===== src/rtl/boot_seq_pkg.sv =====
package boot_seq_pkg;

    typedef enum logic [2:0] {
        PH_PWRUP = 3'd0,
        PH_INIT  = 3'd1,
        PH_DELAY = 3'd2,
        PH_START = 3'd3,
        PH_USER  = 3'd4
    } boot_phase_e;

    function automatic int imax(int a, int b);
        return (a > b) ? a : b;
    endfunction

endpackage


===== src/rtl/boot_sync2.sv =====
module boot_sync2 (
    input  logic clk,
    input  logic rst_n,
    input  logic d,
    output logic q
);
    typedef struct packed {
        logic s1;
        logic s2;
    } sync_t;

    sync_t sy_d, sy_q;

    always_comb begin
        sy_d.s1 = d;
        sy_d.s2 = sy_q.s1;
    end

    always_ff @(posedge clk or negedge rst_n) begin
        if (!rst_n) sy_q <= '0;
        else        sy_q <= sy_d;
    end

    assign q = sy_q.s2;
endmodule


===== src/rtl/boot_limits.sv =====
module boot_limits #(
    parameter int CNT_W         = 8,
    parameter int POR_FAST_CYC  = 20,
    parameter int POR_SLOW_CYC  = 40,
    parameter int SHORT_ADD_CYC = 6,
    parameter int LONG_ADD_CYC  = 30,
    parameter bit LONG_DELAY    = 1'b0
) (
    input  logic             por_sel,
    output logic [CNT_W-1:0] por_lim,
    output logic [CNT_W-1:0] add_lim
);
    assign por_lim = por_sel ? CNT_W'(POR_FAST_CYC) : CNT_W'(POR_SLOW_CYC);

    generate
        if (LONG_DELAY) begin : g_long
            assign add_lim = CNT_W'(LONG_ADD_CYC);
        end else begin : g_short
            assign add_lim = CNT_W'(SHORT_ADD_CYC);
        end
    endgenerate
endmodule


===== src/rtl/boot_fsm_core.sv =====
module boot_fsm_core
    import boot_seq_pkg::*;
#(
    parameter int CNT_W        = 8,
    parameter int DONE_LAG_CYC = 3,
    parameter int USER_LAG_CYC = 7
) (
    input  logic             clk,
    input  logic             rst_n,
    input  logic             restart_s,
    input  logic             chain_en_n,
    input  logic [CNT_W-1:0] por_lim,
    input  logic [CNT_W-1:0] add_lim,
    output boot_phase_e      phase,
    output logic             cfg_rel
);
    localparam logic [CNT_W-1:0] DONE_LAST = CNT_W'(DONE_LAG_CYC - 1);
    localparam logic [CNT_W-1:0] USER_LAST = CNT_W'(USER_LAG_CYC - 1);

    typedef struct packed {
        boot_phase_e      phase;
        logic [CNT_W-1:0] cnt;
        logic             por_met;
        logic             rel;
    } seq_t;

    seq_t st_d, st_q;
    logic [CNT_W-1:0] cnt_inc;
    logic             por_hit;

    always_comb begin
        st_d    = st_q;
        cnt_inc = st_q.cnt + CNT_W'(1);
        por_hit = 1'b0;
        case (st_q.phase)
            PH_PWRUP: begin
                por_hit = st_q.por_met || (st_q.cnt == por_lim - CNT_W'(1));
                if (!st_q.por_met) st_d.cnt = cnt_inc;
                if (por_hit)       st_d.por_met = 1'b1;
                if (por_hit && restart_s) begin
                    st_d.phase = PH_INIT;
                    st_d.cnt   = '0;
                end
            end
            PH_INIT: begin
                if (!chain_en_n) begin
                    st_d.phase = PH_DELAY;
                    st_d.cnt   = '0;
                end
            end
            PH_DELAY: begin
                if (st_q.cnt == add_lim - CNT_W'(1)) begin
                    st_d.phase = PH_START;
                    st_d.cnt   = '0;
                end else begin
                    st_d.cnt = cnt_inc;
                end
            end
            PH_START: begin
                if (!st_q.rel) begin
                    if (st_q.cnt == DONE_LAST) begin
                        st_d.rel = 1'b1;
                        st_d.cnt = '0;
                    end else begin
                        st_d.cnt = cnt_inc;
                    end
                end else if (st_q.cnt == USER_LAST) begin
                    st_d.phase = PH_USER;
                    st_d.cnt   = '0;
                end else begin
                    st_d.cnt = cnt_inc;
                end
            end
            PH_USER: ;
            default: begin
                st_d.phase = PH_PWRUP;
                st_d.cnt   = '0;
                st_d.rel   = 1'b0;
            end
        endcase
        if (!restart_s && st_q.phase != PH_PWRUP) begin
            st_d.phase = PH_PWRUP;
            st_d.cnt   = '0;
            st_d.rel   = 1'b0;
        end
    end

    always_ff @(posedge clk or negedge rst_n) begin
        if (!rst_n) begin
            st_q.phase   <= PH_PWRUP;
            st_q.cnt     <= '0;
            st_q.por_met <= 1'b0;
            st_q.rel     <= 1'b0;
        end else begin
            st_q <= st_d;
        end
    end

    assign phase   = st_q.phase;
    assign cfg_rel = st_q.rel;

    // a synchronized restart request lands in phase 0 on the next edge
    a_r5_restart_to_pwrup: assert property (@(posedge clk) disable iff (!rst_n)
        !restart_s |=> st_q.phase == PH_PWRUP);

    // each forward phase is only entered from its predecessor
    a_r1_delay_after_init: assert property (@(posedge clk) disable iff (!rst_n)
        (st_q.phase == PH_DELAY && $past(st_q.phase) != PH_DELAY) |-> $past(st_q.phase) == PH_INIT);
    a_r1_start_after_delay: assert property (@(posedge clk) disable iff (!rst_n)
        (st_q.phase == PH_START && $past(st_q.phase) != PH_START) |-> $past(st_q.phase) == PH_DELAY);
    a_r1_user_after_start: assert property (@(posedge clk) disable iff (!rst_n)
        (st_q.phase == PH_USER && $past(st_q.phase) != PH_USER) |-> $past(st_q.phase) == PH_START);

    // initialization waits for the chain enable
    a_r9_init_gated: assert property (@(posedge clk) disable iff (!rst_n)
        (st_q.phase == PH_INIT && chain_en_n) |=> st_q.phase != PH_DELAY);

    // the release only appears during start-up
    a_r6_rel_in_start: assert property (@(posedge clk) disable iff (!rst_n)
        $rose(st_q.rel) |-> st_q.phase == PH_START);
endmodule


===== src/rtl/boot_phase_seq.sv =====
module boot_phase_seq
    import boot_seq_pkg::*;
#(
    parameter int CLK_HZ        = 50_000_000,
    parameter int POR_FAST_CYC  = CLK_HZ / 1000 * 12,
    parameter int POR_SLOW_CYC  = CLK_HZ / 10,
    parameter int SHORT_ADD_CYC = CLK_HZ / 1_000_000 * 70,
    parameter int LONG_ADD_CYC  = CLK_HZ / 20,
    parameter int DONE_LAG_CYC  = CLK_HZ / 1_000_000,
    parameter int USER_LAG_CYC  = CLK_HZ / 1_000_000 * 80,
    parameter bit LONG_DELAY    = 1'b0
) (
    input  logic       clk,
    input  logic       pwr_good,
    input  logic       restart_n,
    input  logic       por_sel,
    input  logic       chain_en_n,
    input  logic       pullup_off,
    output logic       status_n,
    output logic       cfg_done,
    output logic       init_done,
    output logic       chain_out_n,
    output logic       io_hiz,
    output logic       weak_pu_en,
    output logic [2:0] phase_code
);
    localparam int LIM_MAX = imax(imax(imax(POR_FAST_CYC, POR_SLOW_CYC),
                                       imax(SHORT_ADD_CYC, LONG_ADD_CYC)),
                                  imax(DONE_LAG_CYC, USER_LAG_CYC));
    localparam int CNT_W = $clog2(LIM_MAX + 1);

    logic             restart_s;
    logic [CNT_W-1:0] por_lim;
    logic [CNT_W-1:0] add_lim;
    boot_phase_e      phase;
    logic             cfg_rel;

    boot_sync2 u_sync (
        .clk   (clk),
        .rst_n (pwr_good),
        .d     (restart_n),
        .q     (restart_s)
    );

    boot_limits #(
        .CNT_W         (CNT_W),
        .POR_FAST_CYC  (POR_FAST_CYC),
        .POR_SLOW_CYC  (POR_SLOW_CYC),
        .SHORT_ADD_CYC (SHORT_ADD_CYC),
        .LONG_ADD_CYC  (LONG_ADD_CYC),
        .LONG_DELAY    (LONG_DELAY)
    ) u_lim (
        .por_sel (por_sel),
        .por_lim (por_lim),
        .add_lim (add_lim)
    );

    boot_fsm_core #(
        .CNT_W        (CNT_W),
        .DONE_LAG_CYC (DONE_LAG_CYC),
        .USER_LAG_CYC (USER_LAG_CYC)
    ) u_core (
        .clk        (clk),
        .rst_n      (pwr_good),
        .restart_s  (restart_s),
        .chain_en_n (chain_en_n),
        .por_lim    (por_lim),
        .add_lim    (add_lim),
        .phase      (phase),
        .cfg_rel    (cfg_rel)
    );

    always_comb begin
        status_n    = (phase != PH_PWRUP);
        cfg_done    = cfg_rel;
        chain_out_n = !cfg_rel;
        init_done   = (phase == PH_USER);
        io_hiz      = (phase != PH_USER);
        weak_pu_en  = ((phase == PH_PWRUP) || (phase == PH_INIT)) && !pullup_off;
        phase_code  = phase;
    end

    // user mode never precedes the configuration-done release
    a_r6_init_after_done: assert property (@(posedge clk) disable iff (!pwr_good)
        init_done |-> cfg_done);

    // pull-ups are only enabled while the I/O is still tri-stated
    a_r7_pullup_hiz: assert property (@(posedge clk) disable iff (!pwr_good)
        weak_pu_en |-> io_hiz);

    // the status line is low whenever the sequencer sits in phase 0
    a_r2_status_por: assert property (@(posedge clk) disable iff (!pwr_good)
        (phase_code == 3'd0) |-> !status_n);
endmodule


===== config.mk =====
export PLATFORM = sky130hd
export DESIGN_NAME = boot_phase_seq
export DESIGN_NICKNAME = d
export VERILOG_FILES = /design/src/rtl/boot_seq_pkg.sv /design/src/rtl/boot_sync2.sv /design/src/rtl/boot_limits.sv /design/src/rtl/boot_fsm_core.sv /design/src/rtl/boot_phase_seq.sv
export SDC_FILE = /design/constraint.sdc
export NUM_CORES = 1
export LEC_CHECK = 0
export CAP_MARGIN = 40
export CORE_MARGIN = 1
export CORE_UTILIZATION = 40
export CTS_BUF_LIST = sky130_fd_sc_hd__clkbuf_8
export CTS_CLUSTER_SIZE = 16
export DETAILED_ROUTE_END_ITERATION = 8
export DONT_BUFFER_PORTS = 1
export HOLD_SLACK_MARGIN = 0.08
export PLACE_DENSITY_LB_ADDON = 0.15
export SYNTH_ARGS = -nofsm -noshare
export SYNTH_HDL_FRONTEND = slang
export SYNTH_SLANG_ARGS = --single-unit

===== constraint.sdc =====
create_clock -name clk -period 2.39 [get_ports clk]
set_clock_uncertainty 0.05 [all_clocks]
set_input_delay 0.3585 -clock clk [delete_from_list [all_inputs] [get_ports clk]]
set_output_delay 0.3585 -clock clk [all_outputs]
set_load 0.02 [all_outputs]

Word-level counts from Yosys, hierarchy flattened

Index checks and enable logic that the tools add are counted.

Add/sub/neg operators: 2
Equal/unequal tests: 17
Mux-type cells: 17
Reductions and logical operators: 14

Operators with widths:

| operator                | count |
|---|---|
| $mux W23                | 6 |
| $pmux W26 S5            | 1 |
| $mux W26                | 3 |
| $eq A23 B12 Y1 const B  | 2 |
| $add A23 B1 Y23 const B | 1 |
| $eq A23 B23 Y1          | 1 |
| $eq A23 B6 Y1 const B   | 1 |
| $sub A23 B1 Y23 const B | 1 |
| $ne A3 B1 Y1 const B    | 4 |
| $mux W3                 | 3 |
| $eq A3 B2 Y1 const B    | 2 |
| $reduce_and A6 Y1       | 1 |
| $ne A2 B1 Y1 const B    | 2 |
| $ne A4 B4 Y1 const B    | 1 |
| $reduce_or A4 Y1        | 1 |
| $eq A3 B1 Y1 const B    | 1 |
| $eq A3 B3 Y1 const B    | 1 |
| $logic_and A1 B1 Y1     | 3 |
| $logic_not A1 Y1        | 3 |
| $logic_not A3 Y1        | 1 |
| $mux W1                 | 3 |
| $ne A3 B2 Y1 const B    | 1 |
| $ne A3 B3 Y1 const B    | 1 |
| $reduce_and A3 Y1       | 1 |
| other kinds (4)         | 5 |

Flip-flop bits (word level): 30
Input bits: 6
Output and inout bits: 9
Logic and storage cells: 56

Depth between registers and ports, before layout

Gate-level depths: netlist of run 1.

Depth in word-level cells: 8
Depth in mapped cells: 8
Mapped depth without buffers: 7

By module

Synthesis of run 1 repeated with hierarchy kept, for this count alone.

Cell total of the unflattened synthesis: 514
Area total of the unflattened synthesis: 4,110.2 µm²

By module, submodules not included:

| module         | times used | cells each | area each (µm²) | sequential area each (µm²) |
|---|---|---|---|---|
| boot_fsm_core  | 1          | 459        | 3,679.8         | 700.7 |
| boot_limits    | 1          | 48         | 349.1           | 0.0 |
| boot_sync2     | 1          | 2          | 50.0            | 50.0 |
| boot_phase_seq | 1          | 5          | 31.3            | 0.0 |

Worst setup path before layout of run 1

No wires, ideal clock.

Path type: register to register
Start point: register u_core.st_q[15] (netlist bit)
End point: register u_core.st_q[10] (netlist bit)
Library setup time: 142 ps
Arrival: 1,963 ps
Data required time: 2,198 ps
Slack: 235 ps
Cell stages (with the launch flop): 8
Buffers on the path: 2
Period minus slack after synthesis: 2,155 ps
Path through: dfrtp_1 -> buf_2 -> or4_4 -> nor4b_4 -> o211ai_1 -> a22oi_2 -> buf_4 -> a211oi_1

Cells in the longest elaborated chain, start to end: 6
Elaborated cells on any way between the ends: 15
Those cells by class: eq/ne: 5; mux: 7; reduce/logical: 3

Ends and longest elaborated chain:

| element                | line                | RTL |
|---|---|---|
| from (decl)            | boot_fsm_core.sv:27 | `seq_t st_d, st_q;` |
| from (signal assigned) | boot_fsm_core.sv:95 | `st_q <= st_d;` |
| $eq A23 B23 Y1         | boot_fsm_core.sv:37 | `por_hit = st_q.por_met \|\| (st_q.cnt == por_lim - CNT_W'(1));` |
| $logic_or A1 B1 Y1     | boot_fsm_core.sv:37 |  |
| $logic_and A1 B1 Y1    | boot_fsm_core.sv:40 | `if (por_hit && restart_s) begin` |
| $mux W26               | boot_fsm_core.sv:40 |  |
| $pmux W26 S5           | boot_fsm_core.sv:35 | `case (st_q.phase)` |
| $mux W26               | boot_fsm_core.sv:81 | `if (!restart_s && st_q.phase != PH_PWRUP) begin` |

Parallel ways exist; a longest one is shown, timed or not. The select of a mux whose other input is x is not followed.
A chain may end at the register's enable or synchronous reset.

Worst setup path after layout of run 1

Start point: register u_core.st_q[3] (netlist bit)
End point: register u_core.st_q[20] (netlist bit)

Cells in the longest elaborated chain, start to end: 6
Elaborated cells on any way between the ends: 17
Those cells by class: add/sub: 1; eq/ne: 5; mux: 8; reduce/logical: 3

Ends and longest elaborated chain:

| element |
|---|
| branches (longest 6 deep; another with $add A23 B1 Y23) |

Several ways; the timed one is not identified. The select of a mux whose other input is x is not followed.

==> flow_metrics.env, run 1 <==
export IMPL_status="completed"
export IMPL_synth_compound_area_share_pct=24.9
export IMPL_die_area_um2=5770
export IMPL_die_x_um=76.0
export IMPL_maxCapViolations=0
export IMPL_cts_root_buf="clkbuf_8"
export IMPL_total_power_mw=0.966
export IMPL_numCtsBuffers=5
export IMPL_switching_share_pct=22.5
export IMPL_synthCells=267
export IMPL_routed_wl_um=5760
export IMPL_portBuffers=0
export IMPL_fin_crit_sh_pct=94.4
export IMPL_p_leak_nw=1.05
export IMPL_viasPerCell=6.00
export IMPL_syn_nets=275
export IMPL_overflow=0
export IMPL_cp_arrival_ns=2.36
export IMPL_grt_pass1_wl_um=9650
export IMPL_fmax_mhz=443
export IMPL_ys_seq_area_share_pct=34.3
export IMPL_yosysTopAreaCell="dfrtp_1"
export IMPL_gp_congestion=0.832
export IMPL_drtAntennaViolNets=0
export IMPL_dr_pass1_iters=4
export IMPL_netlist_area_leader_share_pct=34.3
export IMPL_final_util_pct=48.4
export IMPL_path_max_fanout=6
export IMPL_post_route_min_period_ns=2.26
export IMPL_synth_top_family_by_area="simple AND/OR/NAND/NOR gates"
export IMPL_syn_area_um2=2190
export IMPL_finalSetupTns_ns=0
export IMPL_cts_num_sinks=30
export IMPL_slew_viol_final=0
export IMPL_worstSetupStartpointType="flop"
export IMPL_grt_max_degree=36
export IMPL_layout_drive_gt1_share_pct=18.3
export IMPL_synth_fa_ha_area_share_pct=1.14
export IMPL_end_kind="flop"
export IMPL_yosys_area_share_xor_xnor_pct=0
export IMPL_hp_class="in -> reg"
export IMPL_ioPinCount=15
export IMPL_synthFlopType="dfrtp_1"
export IMPL_p_comb_share_pct=2.4
export IMPL_cts_htree_levels=2
export IMPL_layout_nets=285
export IMPL_maxSlewHeadroom_pct=59.2
export IMPL_setup_viol=0
export IMPL_seqPwrFrac_pct=52.9
export IMPL_final_common_cell="dfrtp_1"
export IMPL_r2r_start="u_core.st_q[3]"
export IMPL_synthMuxAreaShare_pct=3.20
export IMPL_synth_cell_type_count=51
export IMPL_dp_hpwl_um=4200
export IMPL_grt_pass1_vias=1943
export IMPL_path_clk_slew_ns=0.07
export IMPL_drtIter0Drc=126
export IMPL_peakVddDrop_mv=0.173
export IMPL_tightest_slew_ns=0.607
export IMPL_routed_via_count=2087
export IMPL_grt_setup_unrepaired="false"
export IMPL_path_class="reg -> reg"
export IMPL_p_switching_mw=0.218
export IMPL_synth_async_sr_flop_share_pct=100
export IMPL_synth_simple_area_share_pct=28.5
export IMPL_drc=0
export IMPL_synth_edf_count=0
export IMPL_clockBufferDepth=2
export IMPL_clock_latency_ns=0.28
export IMPL_syn2layout_area_growth_pct=14.4
export IMPL_synth_seq_cells=30
export IMPL_p_per_area_nw_per_um2=386
export IMPL_antenna_found_initial=0
export IMPL_setup_worst_path_start="u_core.st_q[3]"
export IMPL_final_cell_mix="dfrtp_1 (30), nand2_1 (27), buf_4 (26)"
export IMPL_clockPowerShare_pct=44.7
export IMPL_cts_tree="yes"
export IMPL_rows=26
export IMPL_core_area_um2=5170
export IMPL_num_antenna_cells=0
export IMPL_p_int_mw=0.748
export IMPL_wl_per_cell_um=16.5
export IMPL_hold_violations=0
export IMPL_start_util_pct=42.3
export IMPL_synth_area_leaders="dfrtp_1 (34%), nand2_1 (4.6%), a21oi_1 (3.9%), mux2i_1 (3.2%), nor3_1 (3.2%)"
export IMPL_min_from="chain_en_n"
export IMPL_die_height_um=76.0
export IMPL_cp_data_required_time_ns=2.49
export IMPL_yosysWarnings=0
export IMPL_synth_avg_cell_area_um2=8.20
export IMPL_groute_usage_overall_pct=21.0
==> layer usage <==
metal	global-route usage [%]	up-vias	wire [µm]
li1	-	1037	-
met1	28.7	1001	2830
met5	0	-	0
met3	3.61	6	213
met2	33.7	43	2650
met4	6.35	0	61
==> registers in the layout, summed over array words and instances (netlist names) <==
register        count
u_core.cfg_rel      1
u_core.phase        3
u_core.st_q        24
u_sync.q            1
u_sync.sy_d         1
==> layout make-up <==
type	instances	area, µm²
fill	502	2670
multi-input combinational	197	1280
sequential	30	751
timing repair buffer	29	235
tap	70	87.6
clock buffer	6	82.6
inverter	14	52.6
clock inverter	2	12.5
==> path summary, 6_finish.rpt <==
| path | slack [ns] | cells after the start | to |
|---|---|---|---|
| max | 0.13 | 6 | u_core.st_q[20] |
| min | 0.29 | 2 | u_core.phase[0] |
| max reg2reg | 0.13 | 6 | u_core.st_q[20] |
| min reg2reg | 0.30 | 0 | u_sync.q |
| max in group asynchronous | 1.63 | 2 | u_core.st_q[15] |
| min in group asynchronous | 0.48 | 2 | u_core.st_q[2] |
==> logic make-up (layout without fill, tap and decap cells) <==
family                   Yosys count  count (layout)
AND/OR/NAND/NOR                  108             108
AO/OA/AOI/OAI                     80              80
buffers and inverters             40              51
flip-flops                        30              30
multiplexers                       7               7
adder cells (fa/ha/maj)            2               2
==> critical path, cell delays in order, from the launching register on <==
cell      delay (ns)
dfrtp_1         0.42
ha_2            0.26
nand4_1         0.17
or3_1           0.50
or2_2           0.30
o311ai_0        0.35
a21oi_1         0.07
==> timing repair <==
item                                    CTS  global route
gates resized for setup                   0             5
hold endpoints to repair                 31             0
hold buffers                              3             0
buffers inserted                          0             1
endpoints found under the setup margin    0            24
==> power by group through the flow <==
stage	combinational, mW	clock (mW)	sequential (mW)
global placement	0.00659	0	0.521
detailed placement	0.00662	0	0.520
CTS	0.0244	0.451	0.510
floorplan	0.00534	0	0.520
finish	0.0232	0.432	0.511
global route	0.0260	0.469	0.511
==> per-stage QoR <==
step / hold slack, ns / instances / setup WS (ns) / cell area (µm²)
floorplan: 0.0129 / 267 / 0.235 / 2190
global placement: 0.0140 / 336 / 0.0592 / 2340
detailed placement: 0.0142 / 336 / 0.0578 / 2340
CTS: 0.280 / 347 / 0.0435 / 2480
global route: 0.311 / 348 / 0.00114 / 2500
finish: 0.287 / 348 / 0.134 / 2500
==> synth_stat cells (2+ instances only) <==
library cell,n
nand2_1,27
buf_2,4
o311ai_0,5
nand4_1,7
inv_1,13
or2_2,4
a211oi_1,7
a31oi_1,3
a21o_1,2
clkbuf_1,16
or4_1,4
or3_1,4
and2_1,2
a21oi_1,17
dfrtp_1,30
o211ai_1,9
buf_4,5
nor2_1,10
a21boi_0,3
o21a_1,2
o21ai_0,8
o22ai_1,2
ha_1,2
nand2b_1,2
o21ai_1,5
mux2i_1,7
or4_4,2
nor4_1,7
o31ai_1,7
and4_1,5
or4b_1,3
and3_1,5
nor3_1,14
nand3_1,7
Note: power is estimated with default switching activity, not from simulation.
==> inputs of run 2 (changes only) <==
--- a/config.mk
+++ b/config.mk
@@ -5,6 +5,7 @@
 export SDC_FILE = /design/constraint.sdc
 export NUM_CORES = 1
 export LEC_CHECK = 0
+export ABC_AREA = 1
 export CAP_MARGIN = 40
 export CORE_MARGIN = 1
 export CORE_UTILIZATION = 40
==> flow_metrics.env, run 2 <==
export IMPL_status="completed"
export IMPL_min_from="u_sync.sy_d[0]"
export IMPL_p_leak_nw=1.22
export IMPL_drtIter0Drc=129
export IMPL_path_max_fanout=19
export IMPL_cp_arrival_ns=2.13
export IMPL_portBuffers=0
export IMPL_routed_via_count=2177
export IMPL_end_kind="flop"
export IMPL_grt_pass1_wl_um=9960
export IMPL_numCtsBuffers=5
export IMPL_crit_chain="ha_1 > nand3_2 > nor2_4 > nand3_1 > nor2_1 > nand2_1 > nand2_2 > nand2_2 > nand2_2 > nand2_4 > nand2_1 > o21ai_0"
export IMPL_finalSetupTns_ns=0
export IMPL_peakVddDrop_mv=0.494
export IMPL_rows=27
export IMPL_synthTopCellsByCount="nand2_1 (113), nor2_1 (50), inv_1 (39)"
export IMPL_netlist_area_leader_share_pct=31.6
export IMPL_num_antenna_cells=0
export IMPL_final_common_cell="nand2_1"
export IMPL_path_class="reg -> reg"
export IMPL_synth_area_leaders="dfrtp_1 (32%), nand2_1 (18%), nor2_1 (7.9%), nand3_1 (7.0%), inv_1 (6.2%)"
export IMPL_cpMaxStageDelayCell="dfrtp_1"
export IMPL_crit_family="simple AND/OR/NAND/NOR gates"
export IMPL_largest_register="u_core.st_q"
export IMPL_syn_nets=369
export IMPL_synth_async_sr_flop_share_pct=100
export IMPL_maxCapViolations=0
export IMPL_ioPinCount=15
export IMPL_die_height_um=79.1
export IMPL_ys_seq_area_share_pct=31.6
export IMPL_tightest_slew_ns=0.608
export IMPL_grt_setup_unrepaired="false"
export IMPL_cts_tree="yes"
export IMPL_cts_root_buf="clkbuf_8"
export IMPL_cp_data_required_time_ns=2.50
export IMPL_synth_cell_type_count=28
export IMPL_maxSlewHeadroom_pct=59.1
export IMPL_syn2layout_area_growth_pct=5.63
export IMPL_holdWs_ns=0.303
export IMPL_core_area_um2=5610
export IMPL_dr_pass1_iters=4
export IMPL_fin_crit_sh_pct=84.5
export IMPL_overflow=0
export IMPL_reg_top3="u_core.st_q: 24 flops, u_core.phase: 3 flops"
export IMPL_drc=0
export IMPL_die_area_um2=6250
export IMPL_setup_viol=0
export IMPL_clockBufferDepth=2
export IMPL_cts_htree_levels=2
export IMPL_syn_area_um2=2380
export IMPL_clock_latency_ns=0.28
export IMPL_viasPerCell=5.05
export IMPL_layout_drive_gt1_share_pct=8.08
export IMPL_path_common_cell="nand2_2"
export IMPL_largest_reg_flops=24
export IMPL_synthFlopType="dfrtp_1"
export IMPL_start_util_pct=42.4
export IMPL_setup_worst_path_start="u_core.st_q[2]"
export IMPL_nFillCells=627
export IMPL_groute_usage_overall_pct=20.7
export IMPL_dp_hpwl_um=4400
export IMPL_antenna_found_initial=0
export IMPL_synthCells=361
export IMPL_die_x_um=79.1
export IMPL_yosysWarnings=0
export IMPL_fmax_mhz=495
export IMPL_cp_num_buf_inv=0
export IMPL_slew_viol_final=0
export IMPL_post_route_min_period_ns=2.02
export IMPL_synth_edf_count=0
export IMPL_synth_seq_cells=30
export IMPL_yosysMostFrequentCell="nand2_1"
export IMPL_hold_violations=0
export IMPL_drtAntennaViolNets=0
export IMPL_cts_setup_buffers=0
export IMPL_p_per_area_nw_per_um2=683
export IMPL_final_cell_mix="nand2_1 (113), nor2_1 (50), inv_1 (41)"
export IMPL_routed_wl_um=5900
export IMPL_hp_class="reg -> reg"
export IMPL_critical_path_max_stage_delay_ns=0.41
export IMPL_grt_pass1_vias=2052
export IMPL_path_clk_slew_ns=0.07
export IMPL_r2r_start="u_core.st_q[2]"
export IMPL_grt_max_degree=31
export IMPL_gp_congestion=0.897
export IMPL_cts_num_sinks=30
export IMPL_yosysTopAreaCell="dfrtp_1"
export IMPL_wl_per_cell_um=13.7
export IMPL_synth_avg_cell_area_um2=6.58
export IMPL_layout_nets=367
export IMPL_worstSetupStartpointType="flop"
[run 2: power by group]
| group | internal [mW] | total (mW) | switching (mW) |
|---|---|---|---|
| Combinational | 0.203 | 0.703 | 0.500 |
| Sequential | 0.543 | 0.628 | 0.0848 |
| Clock | 0.192 | 0.382 | 0.191 |
[run 2: path summary, 6_finish.rpt]
check	depth (start not counted)	slack, ns	endpoint
max	12	0.37	u_core.st_q[22]
min	0	0.30	u_sync.q
max reg2reg	12	0.37	u_core.st_q[22]
min reg2reg	0	0.30	u_sync.q
max in group asynchronous	2	1.66	u_core.st_q[9]
min in group asynchronous	2	0.46	u_core.st_q[21]
[run 2: layout make-up]
cell class	count	area, µm²	area share [%]
Timing Repair Buffer	6	75.1	2.99
Multi-Input combinational cell	273	1360	54.0
Clock buffer	5	68.8	2.74
Tap cell	72	90.1	3.59
Inverter	43	161	6.43
Clock inverter	2	7.51	0.299
Sequential cell	30	751	29.9
[run 2: worst reg2reg max path, cell delays in order, from the launching register on]
cell and delay, ns:
dfrtp_1 0.41, ha_1 0.27, nand3_2 0.13, nor2_4 0.18, nand3_1 0.09, nor2_1 0.09
nand2_1 0.08, nand2_2 0.07, nand2_2 0.08, nand2_2 0.12, nand2_4 0.15, nand2_1 0.11
o21ai_0 0.08
[run 2: through the flow]
step	worst slack (ns)	util, %	std cells	power (mW)	area [µm²]
2_1_floorplan	0.555	-	361	1.21	2380
3_3_place_gp	0.430	42.7	421	1.33	2390
3_5_place_dp	0.368	42.7	421	1.34	2390
4_1_cts	0.360	44.8	431	1.74	2510
5_1_grt	0.0908	44.8	431	1.84	2510
6_report	0.369	44.8	431	1.71	2510
[run 2: kinds of logic (layout without fill, tap and decap cells)]
| kind of cell | Yosys count | in the layout | share of synthesized area (%) |
|---|---|---|---|
| simple gates | 234 | 234 | 44.9 |
| buf+inv | 58 | 56 | 11.3 |
| fa+ha+maj | 2 | 2 | 1.05 |
| xor+xnor | 12 | 12 | 4.42 |
| compound gates | 25 | 25 | 6.69 |
| flops | 30 | 30 | 31.6 |
[run 2: what timing repair did]
| action | 4_1_cts | 5_1_grt |
|---|---|---|
| hold buffers | 3 | 0 |
| gates resized for setup | 0 | 0 |
| hold endpoints to repair | 31 | 0 |
[run 2: metal layers]
| layer | up-vias | share of wire (%) | track usage, % |
|---|---|---|---|
| met2 | 41 | 44 | 32.2 |
| met4 | 0 | 1.0 | 6.55 |
| met5 | - | 0 | 0 |
| met3 | 7 | 4.6 | 3.56 |
| met1 | 994 | 51 | 28.9 |
| li1 | 1135 | - | - |
==> inputs of run 3 (changes only) <==
==> constraint.sdc (replaced) <==
create_clock -name clk -period 1.7 [get_ports clk]
set_clock_uncertainty 0.05 [all_clocks]
set_input_delay 0.255 -clock clk [delete_from_list [all_inputs] [get_ports clk]]
set_output_delay 0.255 -clock clk [all_outputs]
set_load 0.02 [all_outputs]
==> flow_metrics.env, run 3 (synthesis gave the netlist of run 2 again) <==
export IMPL_post_route_min_period_ns=1.86
export IMPL_numCtsBuffers=5
export IMPL_final_cell_mix="nand2_1 (106), buf_4 (64), inv_1 (37)"
export IMPL_cp_data_required_time_ns=1.83
export IMPL_portBuffers=0
export IMPL_cts_num_sinks=30
export IMPL_worstSetupStartpointType="flop"
export IMPL_r2r_start="u_core.st_q[3]"
export IMPL_hp_class="in -> reg"
export IMPL_path_clk_slew_ns=0.07
export IMPL_grt_pass1_vias=2466
export IMPL_dr_pass1_iters=4
export IMPL_holdWs_ns=0.273
export IMPL_drtAntennaViolNets=0
export IMPL_ioPinCount=15
export IMPL_reg_top3="u_core.st_q: 24 flops, u_core.phase: 3 flops"
export IMPL_crit_chain="buf_6 > inv_4 > ha_4 > nand2_4 > nor2_4 > nand4_1 > a21oi_4 > buf_6 > nand2_8 > nand3b_1 > nand2_1"
export IMPL_die_x_um=79.1
export IMPL_peakVddDrop_mv=0.703
export IMPL_antenna_found_initial=0
export IMPL_path_common_cell="buf_6"
export IMPL_slew_viol_final=0
export IMPL_status="finished, violations left"
export IMPL_overflow=0
export IMPL_nFillCells=530
export IMPL_fin_ws_ns=-0.164
export IMPL_groute_usage_overall_pct=24.2
export IMPL_largest_register="u_core.st_q"
export IMPL_setup_viol=25
export IMPL_critical_path_max_stage_delay_ns=0.42
export IMPL_cts_htree_levels=2
export IMPL_die_height_um=79.1
export IMPL_cts_root_buf="clkbuf_8"
export IMPL_die_area_um2=6250
export IMPL_viasPerCell=4.94
export IMPL_grt_setup_unrepaired="true"
export IMPL_maxCapViolations=0
export IMPL_final_common_cell="nand2_1"
export IMPL_clockBufferDepth=2
export IMPL_gp_congestion=0.947
export IMPL_start_util_pct=42.4
export IMPL_hold_violations=0
export IMPL_core_area_um2=5610
export IMPL_p_per_area_nw_per_um2=973
export IMPL_min_from="por_sel"
export IMPL_largest_reg_flops=24
export IMPL_cts_tree="yes"
export IMPL_drc=0
export IMPL_path_class="reg -> reg"
export IMPL_layout_nets=438
export IMPL_rows=27
export IMPL_setup_worst_path_start="u_core.st_q[3]"
export IMPL_drtIter0Drc=163
export IMPL_fin_crit_sh_pct=110
export IMPL_routed_via_count=2483
export IMPL_maxSlewHeadroom_pct=78.6
export IMPL_dp_hpwl_um=4830
export IMPL_grt_max_degree=31
export IMPL_fmax_mhz=536
export IMPL_violations="negative setup slack"
export IMPL_clock_latency_ns=0.29
export IMPL_cpMaxStageDelayCell="dfrtp_1"
export IMPL_crit_family="simple AND/OR/NAND/NOR gates"
export IMPL_wl_per_cell_um=14.1
export IMPL_cp_num_buf_inv=3
export IMPL_layout_drive_gt1_share_pct=36.7
export IMPL_tightest_slew_ns=0.320
export IMPL_end_kind="flop"
export IMPL_p_leak_nw=1.64
export IMPL_num_antenna_cells=0
export IMPL_finalSetupTns_ns=-2.90
export IMPL_path_max_fanout=5
export IMPL_routed_wl_um=7110
export IMPL_grt_pass1_wl_um=11500
export IMPL_syn2layout_area_growth_pct=42.5
export IMPL_cp_arrival_ns=1.99
## run 3: tightest hold or removal path, cell delays in order
cell     delay (ns)
o21ai_1        0.05
nand3_2        0.07
nor2_1         0.03
nand2_1        0.08
o21ai_0        0.08
## run 3: final cells by class
| class | instances | area, µm² | area share [%] |
|---|---|---|---|
| Sequential cell | 30 | 763 | 22.5 |
| Inverter | 43 | 164 | 4.84 |
| Tap cell | 72 | 90.1 | 2.66 |
| Timing Repair Buffer | 74 | 608 | 18.0 |
| Clock buffer | 8 | 110 | 3.25 |
| Multi-Input combinational cell | 276 | 1650 | 48.7 |
## run 3: power by group
group          total, mW  internal (mW)  switching (mW)
Sequential         0.852          0.768          0.0840
Clock              0.693          0.409           0.285
Combinational       1.75          0.692            1.06
Total               3.30           1.87            1.43
## run 3: timing repair
item | CTS | global route
setup endpoints to repair | 24 | 28
gates resized for setup | 26 | 58
setup buffers | 7 | 7
pin swaps | 19 | 22
endpoints found under the hold margin | 31 | 0
hold buffers | 3 | 0
cloned | 3 | 0
## run 3: final timing paths
check / slack (ns) / cells past startpoint / endpoint
worst max register to register: -0.16 / 11 / u_core.st_q[20]
worst min register to register: 0.30 / 0 / u_sync.q
worst min-delay path: 0.27 / 5 / u_core.st_q[1]
min in group asynchronous: 0.35 / 2 / u_core.st_q[14]
worst max-delay path: -0.16 / 11 / u_core.st_q[20]
max in group asynchronous: 1.07 / 2 / u_core.st_q[11]
## run 3: per-layer routing
layer | up-vias | wire length [µm] | part of all wire, % | track usage (%)
met5 | - | 0 | 0 | 0
met1 | 1136 | 3300 | 46 | 30.6
met2 | 54 | 3310 | 47 | 41.3
li1 | 1278 | - | - | -
met3 | 15 | 329 | 4.6 | 5.06
met4 | 0 | 167 | 2.4 | 7.09
## run 3: per-stage QoR
| step | power (mW) | util [%] | cells | worst slack, ns | instance area [µm²] |
|---|---|---|---|---|---|
| 4_1_cts | 3.12 | 56.2 | 496 | -0.127 | 3150 |
| 3_5_place_dp | 2.07 | 50.3 | 475 | -0.144 | 2820 |
| 6_report | 3.30 | 60.4 | 503 | -0.164 | 3390 |
| 2_1_floorplan | 1.72 | - | 361 | -0.0680 | 2400 |
| 5_1_grt | 3.50 | 60.4 | 503 | -0.247 | 3390 |
| 3_3_place_gp | 2.05 | 50.3 | 475 | -0.0964 | 2820 |
